<file path="src/rtl/busoff_pkg.sv">
package busoff_pkg;

  typedef enum logic {
    ST_ONLINE = 1'b0,
    ST_BUSOFF = 1'b1
  } link_state_t;

  // Width of a counter that holds 0 .. n-1
  function automatic int cnt_width(input int n);
    return (n <= 2) ? 1 : $clog2(n);
  endfunction

endpackage

</file>
<file path="src/rtl/busoff_run_counter.sv">
// Counts consecutive recessive samples; flags completion of one run.
module busoff_run_counter #(
  parameter int RUN_LEN = 11,
  localparam int W = busoff_pkg::cnt_width(RUN_LEN)
) (
  input  logic         clk,
  input  logic         rst,
  input  logic         clr,
  input  logic         en,
  input  logic         recessive,
  output logic         run_done
);

  logic [W-1:0] run_cnt;
  localparam logic [W-1:0] LAST = W'(RUN_LEN - 1);

  assign run_done = en && recessive && (run_cnt == LAST);

  always_ff @(posedge clk) begin
    if (rst || clr) begin
      run_cnt <= '0;
    end else if (en) begin
      if (!recessive || run_done) run_cnt <= '0;
      else                        run_cnt <= run_cnt + 1'b1;
    end
  end

endmodule

</file>
<file path="src/rtl/busoff_group_counter.sv">
// Counts completed recessive runs; flags the final one.
module busoff_group_counter #(
  parameter int GROUP_TOTAL = 128,
  localparam int W = busoff_pkg::cnt_width(GROUP_TOTAL)
) (
  input  logic clk,
  input  logic rst,
  input  logic clr,
  input  logic inc,
  output logic grp_last
);

  logic [W-1:0] grp_cnt;
  localparam logic [W-1:0] LAST = W'(GROUP_TOTAL - 1);

  assign grp_last = inc && (grp_cnt == LAST);

  always_ff @(posedge clk) begin
    if (rst || clr) begin
      grp_cnt <= '0;
    end else if (inc) begin
      if (grp_last) grp_cnt <= '0;
      else          grp_cnt <= grp_cnt + 1'b1;
    end
  end

endmodule

</file>
<file path="src/rtl/busoff_ctrl.sv">
// Policy register, bus-off state and recovery pulse.
module busoff_ctrl
  import busoff_pkg::*;
(
  input  logic clk,
  input  logic rst,
  input  logic cfg_we,
  input  logic cfg_auto_in,
  input  logic enter,
  input  logic restart_req,
  input  logic rx_strobe,
  input  logic grp_last,
  output logic cfg_auto,
  output logic bus_off,
  output logic recovered,
  output logic count_en,
  output logic cnt_clr
);

  link_state_t state_q;
  logic        auto_q;
  logic        pulse_q;
  logic        in_busoff;
  logic        exit_now;

  assign in_busoff = (state_q == ST_BUSOFF);
  assign count_en  = in_busoff && auto_q && rx_strobe && !enter;
  assign exit_now  = in_busoff && !enter && (auto_q ? grp_last : restart_req);
  assign cnt_clr   = enter || exit_now || !in_busoff || !auto_q;

  always_ff @(posedge clk) begin
    if (rst) begin
      state_q <= ST_ONLINE;
      auto_q  <= 1'b0;
      pulse_q <= 1'b0;
    end else begin
      if (cfg_we) auto_q <= cfg_auto_in;
      if (enter)         state_q <= ST_BUSOFF;
      else if (exit_now) state_q <= ST_ONLINE;
      pulse_q <= exit_now;
    end
  end

  assign cfg_auto  = auto_q;
  assign bus_off   = in_busoff;
  assign recovered = pulse_q;

endmodule

</file>
<file path="src/rtl/busoff_recovery_monitor.sv">
module busoff_recovery_monitor #(
  parameter int RUN_LEN     = 11,
  parameter int GROUP_TOTAL = 128
) (
  input  logic clk,
  input  logic rst,
  input  logic cfg_we,
  input  logic cfg_auto_in,
  input  logic busoff_enter,
  input  logic rx_bit,
  input  logic rx_strobe,
  input  logic restart_req,
  output logic bus_off,
  output logic recovered
);

  logic cfg_auto_q;
  logic count_en;
  logic cnt_clr;
  logic run_done;
  logic grp_last;

  busoff_ctrl u_ctrl (
    .clk         (clk),
    .rst         (rst),
    .cfg_we      (cfg_we),
    .cfg_auto_in (cfg_auto_in),
    .enter       (busoff_enter),
    .restart_req (restart_req),
    .rx_strobe   (rx_strobe),
    .grp_last    (grp_last),
    .cfg_auto    (cfg_auto_q),
    .bus_off     (bus_off),
    .recovered   (recovered),
    .count_en    (count_en),
    .cnt_clr     (cnt_clr)
  );

  busoff_run_counter #(.RUN_LEN(RUN_LEN)) u_run (
    .clk       (clk),
    .rst       (rst),
    .clr       (cnt_clr),
    .en        (count_en),
    .recessive (rx_bit),
    .run_done  (run_done)
  );

  busoff_group_counter #(.GROUP_TOTAL(GROUP_TOTAL)) u_grp (
    .clk      (clk),
    .rst      (rst),
    .clr      (cnt_clr),
    .inc      (run_done),
    .grp_last (grp_last)
  );

endmodule

</file>
<file path="config.mk">
export PLATFORM = sky130hd
export DESIGN_NAME = busoff_recovery_monitor
export DESIGN_NICKNAME = d
export VERILOG_FILES = /design/src/rtl/busoff_pkg.sv /design/src/rtl/busoff_run_counter.sv /design/src/rtl/busoff_group_counter.sv /design/src/rtl/busoff_ctrl.sv /design/src/rtl/busoff_recovery_monitor.sv
export SDC_FILE = /design/constraint.sdc
export NUM_CORES = 1
export LEC_CHECK = 0
export BUFFER_PORTS_ARGS = -buffer_cell sky130_fd_sc_hd__buf_2
export CELL_PAD_IN_SITES_DETAIL_PLACEMENT = 1
export CELL_PAD_IN_SITES_GLOBAL_PLACEMENT = 2
export CORE_MARGIN = 2
export CORE_UTILIZATION = 32
export CTS_CLUSTER_DIAMETER = 50
export DETAILED_ROUTE_END_ITERATION = 16
export PLACE_DENSITY = 0.78
export SLEW_MARGIN = 20
export SYNTH_ARGS = -nofsm -noshare
export SYNTH_HDL_FRONTEND = slang
export SYNTH_SLANG_ARGS = --single-unit
</file>
<file path="constraint.sdc">
create_clock -name clk -period 2.39 [get_ports clk]
set_clock_uncertainty 0.2 [all_clocks]
set_input_delay 0.5975 -clock clk [delete_from_list [all_inputs] [get_ports clk]]
set_output_delay 0.5975 -clock clk [all_outputs]
set_load 0.05 [all_outputs]
</file>
; ---- Yosys cells after proc, flatten, opt, wreduce, memory -nomap -nowiden
; Cells that the tools add are included.
[totals]
register_bits = 14
in_bits = 8
[classes]
reduce_logical = 18
mux = 5
n_addsub = 2
eq_ne = 2
[ops]
columns = operator, count
row1 = $logic_and 1x1->1, 8
row2 = $add 7x1->7 const B, 1
row3 = $eq 7x7->1 const B, 1
row4 = $mux 7, 1
row5 = $logic_or 1x1->1, 5
row6 = $add 4x1->4 const B, 1
row7 = $eq 4x4->1 const B, 1
row8 = $logic_not 1->1, 4
row9 = $mux 4, 1
row10 = $mux 1, 3
row11 = $reduce_bool 2->1, 1

; ---- Logic depth before layout (Yosys ltp)
; Gate-level depths: netlist of run 1.
[depth]
ltp_word = 12
mapped_depth = 8
depth_no_buf = 6

; ---- Hierarchy
; Synthesis of run 1 repeated with hierarchy kept, for this count alone.
[hier_totals]
hier_cells = 77
hier_area_um2 = 693.2
[modules_own_cells]
columns = mod, area_per_inst_um2, cells_per_inst, instances, seq_area_each_um2
row1 = busoff_group_counter, 324.1, 36, 1, 140.1
row2 = busoff_run_counter, 235.2, 29, 1, 80.1
row3 = busoff_ctrl, 133.9, 12, 1, 60.1

; ---- Least setup slack after synthesis of run 1
; Ideal clock, no wire load.
[synth_path]
path_type = reg2reg
start = register u_ctrl.state_q (netlist: u_ctrl.bus_off)
end = register u_grp.grp_cnt[3]
stages_incl_launch_ff = 6
arrival_ns = 1.754
required_time_ns = 2.121
setup_slack_ns = 0.367
setup_time_ns = 0.069
synth_period_minus_slack_ns = 2.023
cell_sequence = dfxtp_1 and4b_1 buf_4 nand2_4 or4b_4 a21oi_2
[synth_via]
elab_chain_cells = 12
word_cells_on_any_way = 15
cone_classes = 2 x mux / 13 x reduce/logical
[synth_rtl]
columns = item, line_no
row1 = from (decl), busoff_ctrl.sv:20  ; link_state_t state_q;
row2 = from (signal assigned), busoff_ctrl.sv:33  ; state_q <= ST_ONLINE;
row3 = from (signal assigned), busoff_ctrl.sv:38  ; if (enter) state_q <= ST_BUSOFF;
row4 = from (signal assigned), busoff_ctrl.sv:39  ; else if (exit_now) state_q <= ST_ONLINE;
row5 = $logic_and 1x1->1 (3 in series), busoff_ctrl.sv:27  ; assign count_en = in_busoff && auto_q && rx_strobe && !enter;
row6 = $logic_and 1x1->1 (2 in series), busoff_run_counter.sv:17  ; assign run_done = en && recessive && (run_cnt == LAST);
row7 = $logic_and 1x1->1, busoff_group_counter.sv:16  ; assign grp_last = inc && (grp_cnt == LAST);
row8 = $mux 1, busoff_ctrl.sv:28  ; assign exit_now = in_busoff && !enter && (auto_q ? grp_last : restart_req);
row9 = $logic_and 1x1->1, busoff_ctrl.sv:28
row10 = $logic_or 1x1->1 (3 in series), busoff_ctrl.sv:29  ; assign cnt_clr = enter || exit_now || !in_busoff || !auto_q;
row11 = $logic_or 1x1->1, busoff_group_counter.sv:19  ; if (rst || clr) begin
row12 = to (signal assigned), busoff_group_counter.sv:23  ; else grp_cnt <= grp_cnt + 1'b1;
row13 = to (decl), busoff_group_counter.sv:13  ; logic [W-1:0] grp_cnt;
; Several ways; a longest one is shown, not always the timed one.
; A chain may end at the register's enable or synchronous reset.

; ---- Final worst setup path of run 1
[layout_path]
start = register u_run.run_cnt[0]
end = register u_grp.grp_cnt[3]
[layout_via]
elab_chain_cells = 9
word_cells_on_any_way = 10
cone_classes = 1 x eq/ne / 2 x mux / 7 x reduce/logical
[layout_rtl]
columns = item, line_no
row1 = from (decl), busoff_run_counter.sv:14  ; logic [W-1:0] run_cnt;
row2 = from (signal assigned), busoff_run_counter.sv:24  ; else run_cnt <= run_cnt + 1'b1;
row3 = $eq 4x4->1 (*), busoff_run_counter.sv:17
row4 = $logic_and 1x1->1 (*), busoff_run_counter.sv:17
row5 = $logic_and 1x1->1, busoff_group_counter.sv:16
row6 = $mux 1, busoff_ctrl.sv:28
row7 = $logic_and 1x1->1, busoff_ctrl.sv:28
row8 = $logic_or 1x1->1 (3 in series), busoff_ctrl.sv:29
row9 = $logic_or 1x1->1, busoff_group_counter.sv:19
; Every way passes the cells marked *; elsewhere a longest branch is shown, timed or not.

==> results of run 1 <==
[worst max-delay path, delay by kind of cell, from the launching register on]
kind | cells | cell delay, ps
and+or+nand+nor | 3 | 970
DFF | 1 | 340
adders and majority gates | 1 | 170
AOI/OAI and AO/OA | 1 | 130
buffers and inverters | 1 | 90
[path summary, 6_finish.rpt]
kind | from | end | depth (start not counted)
worst min register to register | u_grp.grp_cnt[5] | u_grp.grp_cnt[5] | 2
worst max-delay path | u_run.run_cnt[0] | u_grp.grp_cnt[3] | 6
worst min-delay path | u_grp.grp_cnt[5] | u_grp.grp_cnt[5] | 2
worst max register to register | u_run.run_cnt[0] | u_grp.grp_cnt[3] | 6
[stage by stage]
step / setup WS (ps) / instance area (sq um)
detailed placement: 294 / 810
floorplan: 367 / 731
finish: 413 / 832
global route: 299 / 832
CTS: 401 / 832
global placement: 309 / 810
[layer usage]
| metal | GRT usage, % | up-vias | part of all wire, % |
|---|---|---|---|
| met1 | 20.0 | 314 | 47 |
| met2 | 24.8 | 15 | 48 |
| met5 | 0 | - | 0 |
| met3 | 2.01 | 2 | 4.3 |
| met4 | 7.89 | 0 | 0.74 |
| li1 | - | 337 | - |
[cell families after synthesis]
kind of cell | after synthesis
buffers and inverters | 7
xor gates and xnor gates | 3
and+or+nand+nor | 39
muxes | 1
DFF | 14
AOI/OAI and AO/OA | 18
adders and majority gates | 3
[state kept, by name (all words and copies together) (netlist names)]
register          flops
u_ctrl.recovered      1
u_ctrl.bus_off        1
u_grp.grp_cnt         7
u_ctrl.cfg_auto       1
u_run.run_cnt         4
[power by group]
group / switching, mW / leakage [nW] / internal, mW
clock: 0.0734 / 0.0138 / 0.0584
combinational: 0.0148 / 0.176 / 0.00966
sequential: 0.00271 / 0.113 / 0.235
[placed cells by master, fill, tap and decap left out]
master     netlist  final
o2111ai_1        1      1
or4b_4           1      1
buf_2            1      9
nor3_1           1      1
or3b_1           1      1
a21oi_1          9      9
nand3_1          5      5
and2_1           1      1
xnor2_1          1      1
nand2_4          1      1
a41oi_1          1      1
and4_1           2      2
o21ai_0          3      3
or3_1            1      1
ha_1             3      3
nand4b_1         2      2
nor2_1           9      9
a21oi_2          1      1
nor4_1           1      1
a21boi_0         1      1
buf_4            2      3
xor2_1           2      2
or4_1            1      1
nand4_1          3      3
clkbuf_4         0      3
nor2b_1          1      1
mux2i_1          1      1
and4b_1          2      2
dfxtp_1         14     14
a31o_2           1      1
inv_1            3      3
nand2_1          7      7
a2111oi_0        1      1
[layout make-up]
type	count	area, sq um	area share [%]
Timing Repair Buffer	12	67.6	8.12
Clock buffer	3	22.5	2.71
Tap cell	28	35.0	4.21
Multi-Input combinational cell	64	415	49.9
Inverter	3	11.3	1.35
Sequential cell	14	280	33.7
==> metrics.cfg, run 1 <==
[status]
outcome = complete, no violations

[yosys]
synth-simple-area-share_pct = 31.5
synth_ff_type = dfxtp_1
synth.avg_cell_area_sq_um = 8.60
synth_top_area_cell = dfxtp_1
synthXorXnorAreaFrac_pct = 3.60
ys_async_sr_fraction_pct = 0
synth-edff-count = 0
syn-num-nets = 96
synth_fa_ha_area_share_pct = 5.14
synth_most_common_cell = dfxtp_1
synth_top_family_by_area = simple AND/OR/NAND/NOR gates
synth_cells = 85
synth_top_area_share_pct = 38.4
ys_warn_count = 0
synth.area.top_cells = dfxtp_1 38%, a21oi_1 6.2%, ha_1 5.1%, nor2_1 4.6%, nand2_1 3.6%
syn_area_sq_um = 731
synth-seq-cells = 14
ys_types = 33
seq_area_frac_synth_pct = 38.4
netlist_top_cells_count = 14 x dfxtp_1, 9 x a21oi_1, 9 x nor2_1
synthMuxAreaShare_pct = 1.37
synth_compound_area_share_pct = 15.2

[worst_setup_path]
worst_path_max_delay_cell = or4b_4
crit_type = reg -> reg
critPathArrivalTime_ps = 1990
cp_max_fo = 6
critPathMaxStageDelay_ps = 520
cp_cell_sequence = inv_1 -> ha_1 -> and4b_1 -> nand2_4 -> or4b_4 -> a21oi_2
cp-end-kind = register
cp-start-kind = register
rrSetupSlack_ps = 410
worstPathRequired_ps = 2410

[global_routing]
overflow = 0
antenna_found_initial = 0
grt_pass1_vias = 700
grt_pass1_wl_microns = 3110
grt_max_degree = 9
track_usage_pct = 15.4

[floorplan]
core_sq_um = 2190
ios = 10
die-area_sq_um = 2680
rows = 17
die_h_microns = 51.8
chipWidth_microns = 51.8
initial_utilization_pct = 33.4

[layout]
areaGrowthSynthToFinish_pct = 13.9
stdcell_count = 124
antenna_cells = 0
nets = 109
final_util_pct = 38.0
drive_above_1_share_pct = 19.8
fill_cells = 267

[place]
io_buffers = 9
placedCellCount = 121
gp_congestion = 0.738
dp_hpwl_microns = 1290

[drt]
wl_per_cell_microns = 13.0
drc = 0
drtIter0Drc = 4
ant_nets = 0
vias = 668
wl_microns = 1610
via_per_inst = 5.39
drt-pass1-iter-count = 4

[clock_tree]
cts-root-buf = clkbuf_4
path_clk_slew_ps = 80
clock-sinks = 14
numCtsBuffers = 3
htree_levels = 1
cts_setup_buffers = 0
cts_buffer_depth = 2
cts_hold_buf = 0
cts_tree = built
cts_resized = 0
clock_latency_ps = 280

[pwr]
p_total_mw = 0.394
p_leak_nw = 0.303
irDropWorstVdd_uv = 366
power.density_nw_per_um2 = 474

[timing]
rsz0062_at_grt = no
period_minus_slack_ps = 1980
fmax_ghz = 0.506
tightestPinTransition_ps = 485
post-route-period-util_pct = 82.7
setup_viol = 0
finalMaxSlewViolations = 0
setup_tns_ps = 0
relSlewSlack_pct = 66.8
hold_viol_final = 0
hold_ws_ps = 302

[hold_path]
min_path_type = reg -> reg

[run]
cap_violations = 0

Power figures use the tool's default switching activity.
==> run 2: changes to the inputs <==
==> constraint.sdc (replaced) <==
create_clock -name clk -period 2 [get_ports clk]
set_clock_uncertainty 0.2 [all_clocks]
set_input_delay 0.5 -clock clk [delete_from_list [all_inputs] [get_ports clk]]
set_output_delay 0.5 -clock clk [all_outputs]
set_load 0.05 [all_outputs]
==> run 2 against run 1 <==
Design area up 5.6%. Non-clock buffer count up 4. Worst setup slack worse by 300 ps. First-iteration DRC count rose to 3.3 times the previous value. Clock power up 58%. Global-route usage down 0.85 points. Final cell count up 4.0%. Critical path depth unchanged. Core utilization up 2.1 points. Critical path type unchanged.
==> metrics.cfg, run 2 (synthesis results as in run 1) <==
[worst_setup_path]
cp_cell_sequence = inv_1 -> ha_1 -> and4b_1 -> nand2_4 -> or4b_4 -> a21oi_2  ; unchanged
cp-start-kind = register  ; unchanged
worst_path_max_delay_cell = or4b_4  ; unchanged
regToRegEndpoint = u_grp.grp_cnt[3]  ; unchanged
ff2ff_path_depth = 6  ; unchanged
crit_family = simple AND/OR/NAND/NOR gates  ; unchanged
rrSetupSlack_ps = 110  ; was 410 ps
timing.rr.start = u_run.run_cnt[0]  ; unchanged
crit_buf_inv = 1  ; unchanged
critPathMaxStageDelay_ps = 520  ; about the same
crit_type = reg -> reg  ; unchanged
worstPathRequired_ps = 2030  ; was 2410 ps
critPathArrivalTime_ps = 1910  ; was 1990 ps
cp-end-kind = register  ; unchanged
cp_max_fo = 5  ; was 6

[floorplan]
ios = 10  ; unchanged
rows = 17  ; unchanged
initial_utilization_pct = 33.4  ; unchanged
chipWidth_microns = 51.8  ; unchanged
die_h_microns = 51.8  ; unchanged
core_sq_um = 2190  ; unchanged
die-area_sq_um = 2680  ; unchanged

[hold_path]
hold_path_depth = 2  ; unchanged
min_path_type = in -> reg  ; was reg -> reg
holdPathEnd = u_ctrl.bus_off  ; was u_grp.grp_cnt[5]
worstHoldStart = rst  ; was u_grp.grp_cnt[5]

[drt]
via_per_inst = 5.24  ; was 5.39
wl_microns = 1690  ; was 1610 microns
drtIter0Drc = 13  ; was 4
drt-pass1-iter-count = 4  ; unchanged
wl_per_cell_microns = 13.1  ; was 13.0 microns
vias = 676  ; was 668
ant_nets = 0  ; unchanged
drc = 0  ; unchanged

[timing]
setup_tns_ps = 0  ; unchanged
tightestPinTransition_ps = 446  ; was 485 ps
rsz0062_at_grt = no  ; unchanged
setup_viol = 0  ; unchanged
hold_ws_ps = 189  ; was 302 ps
finalMaxSlewViolations = 0  ; unchanged
fmax_ghz = 0.530  ; was 0.506 GHz
hold_viol_final = 0  ; unchanged
relSlewSlack_pct = 69.5  ; was 66.8%
period_minus_slack_ps = 1890  ; was 1980 ps
post-route-period-util_pct = 94.3  ; was 82.7%

[global_routing]
grt_pass1_vias = 650  ; was 700
overflow = 0  ; unchanged
track_usage_pct = 14.5  ; was 15.4%
grt_pass1_wl_microns = 2800  ; was 3110 microns
grt_max_degree = 10  ; was 9
antenna_found_initial = 0  ; unchanged

[clock_tree]
cts_hold_buf = 0  ; unchanged
numCtsBuffers = 3  ; unchanged
cts_tree = built  ; unchanged
clock-sinks = 14  ; unchanged
htree_levels = 1  ; unchanged
clock_latency_ps = 280  ; about the same
path_clk_slew_ps = 90  ; was 80 ps
cts-root-buf = clkbuf_4  ; unchanged
cts_buffer_depth = 2  ; unchanged
cts_setup_buffers = 0  ; unchanged

[place]
gp_congestion = 0.805  ; was 0.738
dp_hpwl_microns = 1330  ; was 1290 microns
io_buffers = 9  ; unchanged

[run]
cap_violations = 0  ; unchanged

[layout]
top_register = u_grp.grp_cnt  ; unchanged
largestRegisters = u_grp.grp_cnt: 7 flops, u_run.run_cnt: 4 flops  ; unchanged
final_common_cell = dfxtp_1  ; unchanged
antenna_cells = 0  ; unchanged
final_cell_mix = 13 x dfxtp_1, 9 x nor2_1, 9 x a21oi_1, 9 x buf_2  ; was 14 x dfxtp_1, 9 x nor2_1, 9 x a21oi_1, 9 x buf_2, 7 x nand2_1
nets = 113  ; was 109
areaGrowthSynthToFinish_pct = 20.2  ; was 13.9%
drive_above_1_share_pct = 25.7  ; was 19.8%
largest_reg_flops = 7  ; unchanged

[pwr]
p_leak_nw = 0.329  ; was 0.303 nW
power.density_nw_per_um2 = 596  ; was 474 nW/um^2
irDropWorstVdd_uv = 281  ; was 366 uV

[status]
outcome = complete, no violations  ; unchanged

==> run 2: changes by cell type in the layout (fill, tap and decap cells not counted) <==
cell	change
and2_1	-1
and2_2	+1
buf_4	+4
clkbuf_8	+1
dfxtp_1	-1
dfxtp_2	+1
==> run 2: layer usage <==
layer	wire [microns]	vias up	part of all wire, %	track usage, %
met4	16	0	0.95	7.89
met1	815	322	48	18.2
li1	-	343	-	-
met2	798	9	47	22.6
met5	0	-	0	0
met3	55	2	3.3	3.74
==> run 2: worst max-delay path by stage <==
stage,from,endpoint,slack (ps),depth (start not counted)
2_1_floorplan,u_ctrl.bus_off,u_grp.grp_cnt[3],180,5
3_3_place_gp,busoff_enter,u_grp.grp_cnt[5],40,6
3_5_place_dp,busoff_enter,u_grp.grp_cnt[5],30,6
4_1_cts,u_run.run_cnt[0],u_grp.grp_cnt[3],100,6
5_1_grt,u_grp.grp_cnt[0],u_grp.grp_cnt[0],20,6
6_report,u_run.run_cnt[0],u_grp.grp_cnt[3],110,6
==> run 2: what timing repair did <==
action	CTS	global route
setup endpoints to repair	0	9
hold endpoints to repair	0	0
resized for setup	0	1
==> run 2: area by class of cell <==
type                            count  area (sq um)
Fill cell                         274          1310
Multi-Input combinational cell     64           417
Sequential cell                    14           282
Timing Repair Buffer               16          97.6
Clock buffer                        4          36.3
Tap cell                           28          35.0
Inverter                            3          11.3
==> run 2: metrics by stage <==
step	power, mW	setup slack (ps)	util, %	std cells	instance area [sq um]
6_report	0.523	114	40.1	129	878
2_1_floorplan	0.307	176	-	85	732
5_1_grt	0.544	23.0	40.1	129	878
4_1_cts	0.533	101	40.0	129	877
3_3_place_gp	0.321	41.5	38.4	125	841
3_5_place_dp	0.321	25.5	38.4	125	841
==> run 2: power breakdown <==
group	internal, mW	switching [mW]	total (mW)
clock network	0.111	0.0984	0.209
logic	0.0120	0.0173	0.0292
registers	0.282	0.00321	0.285
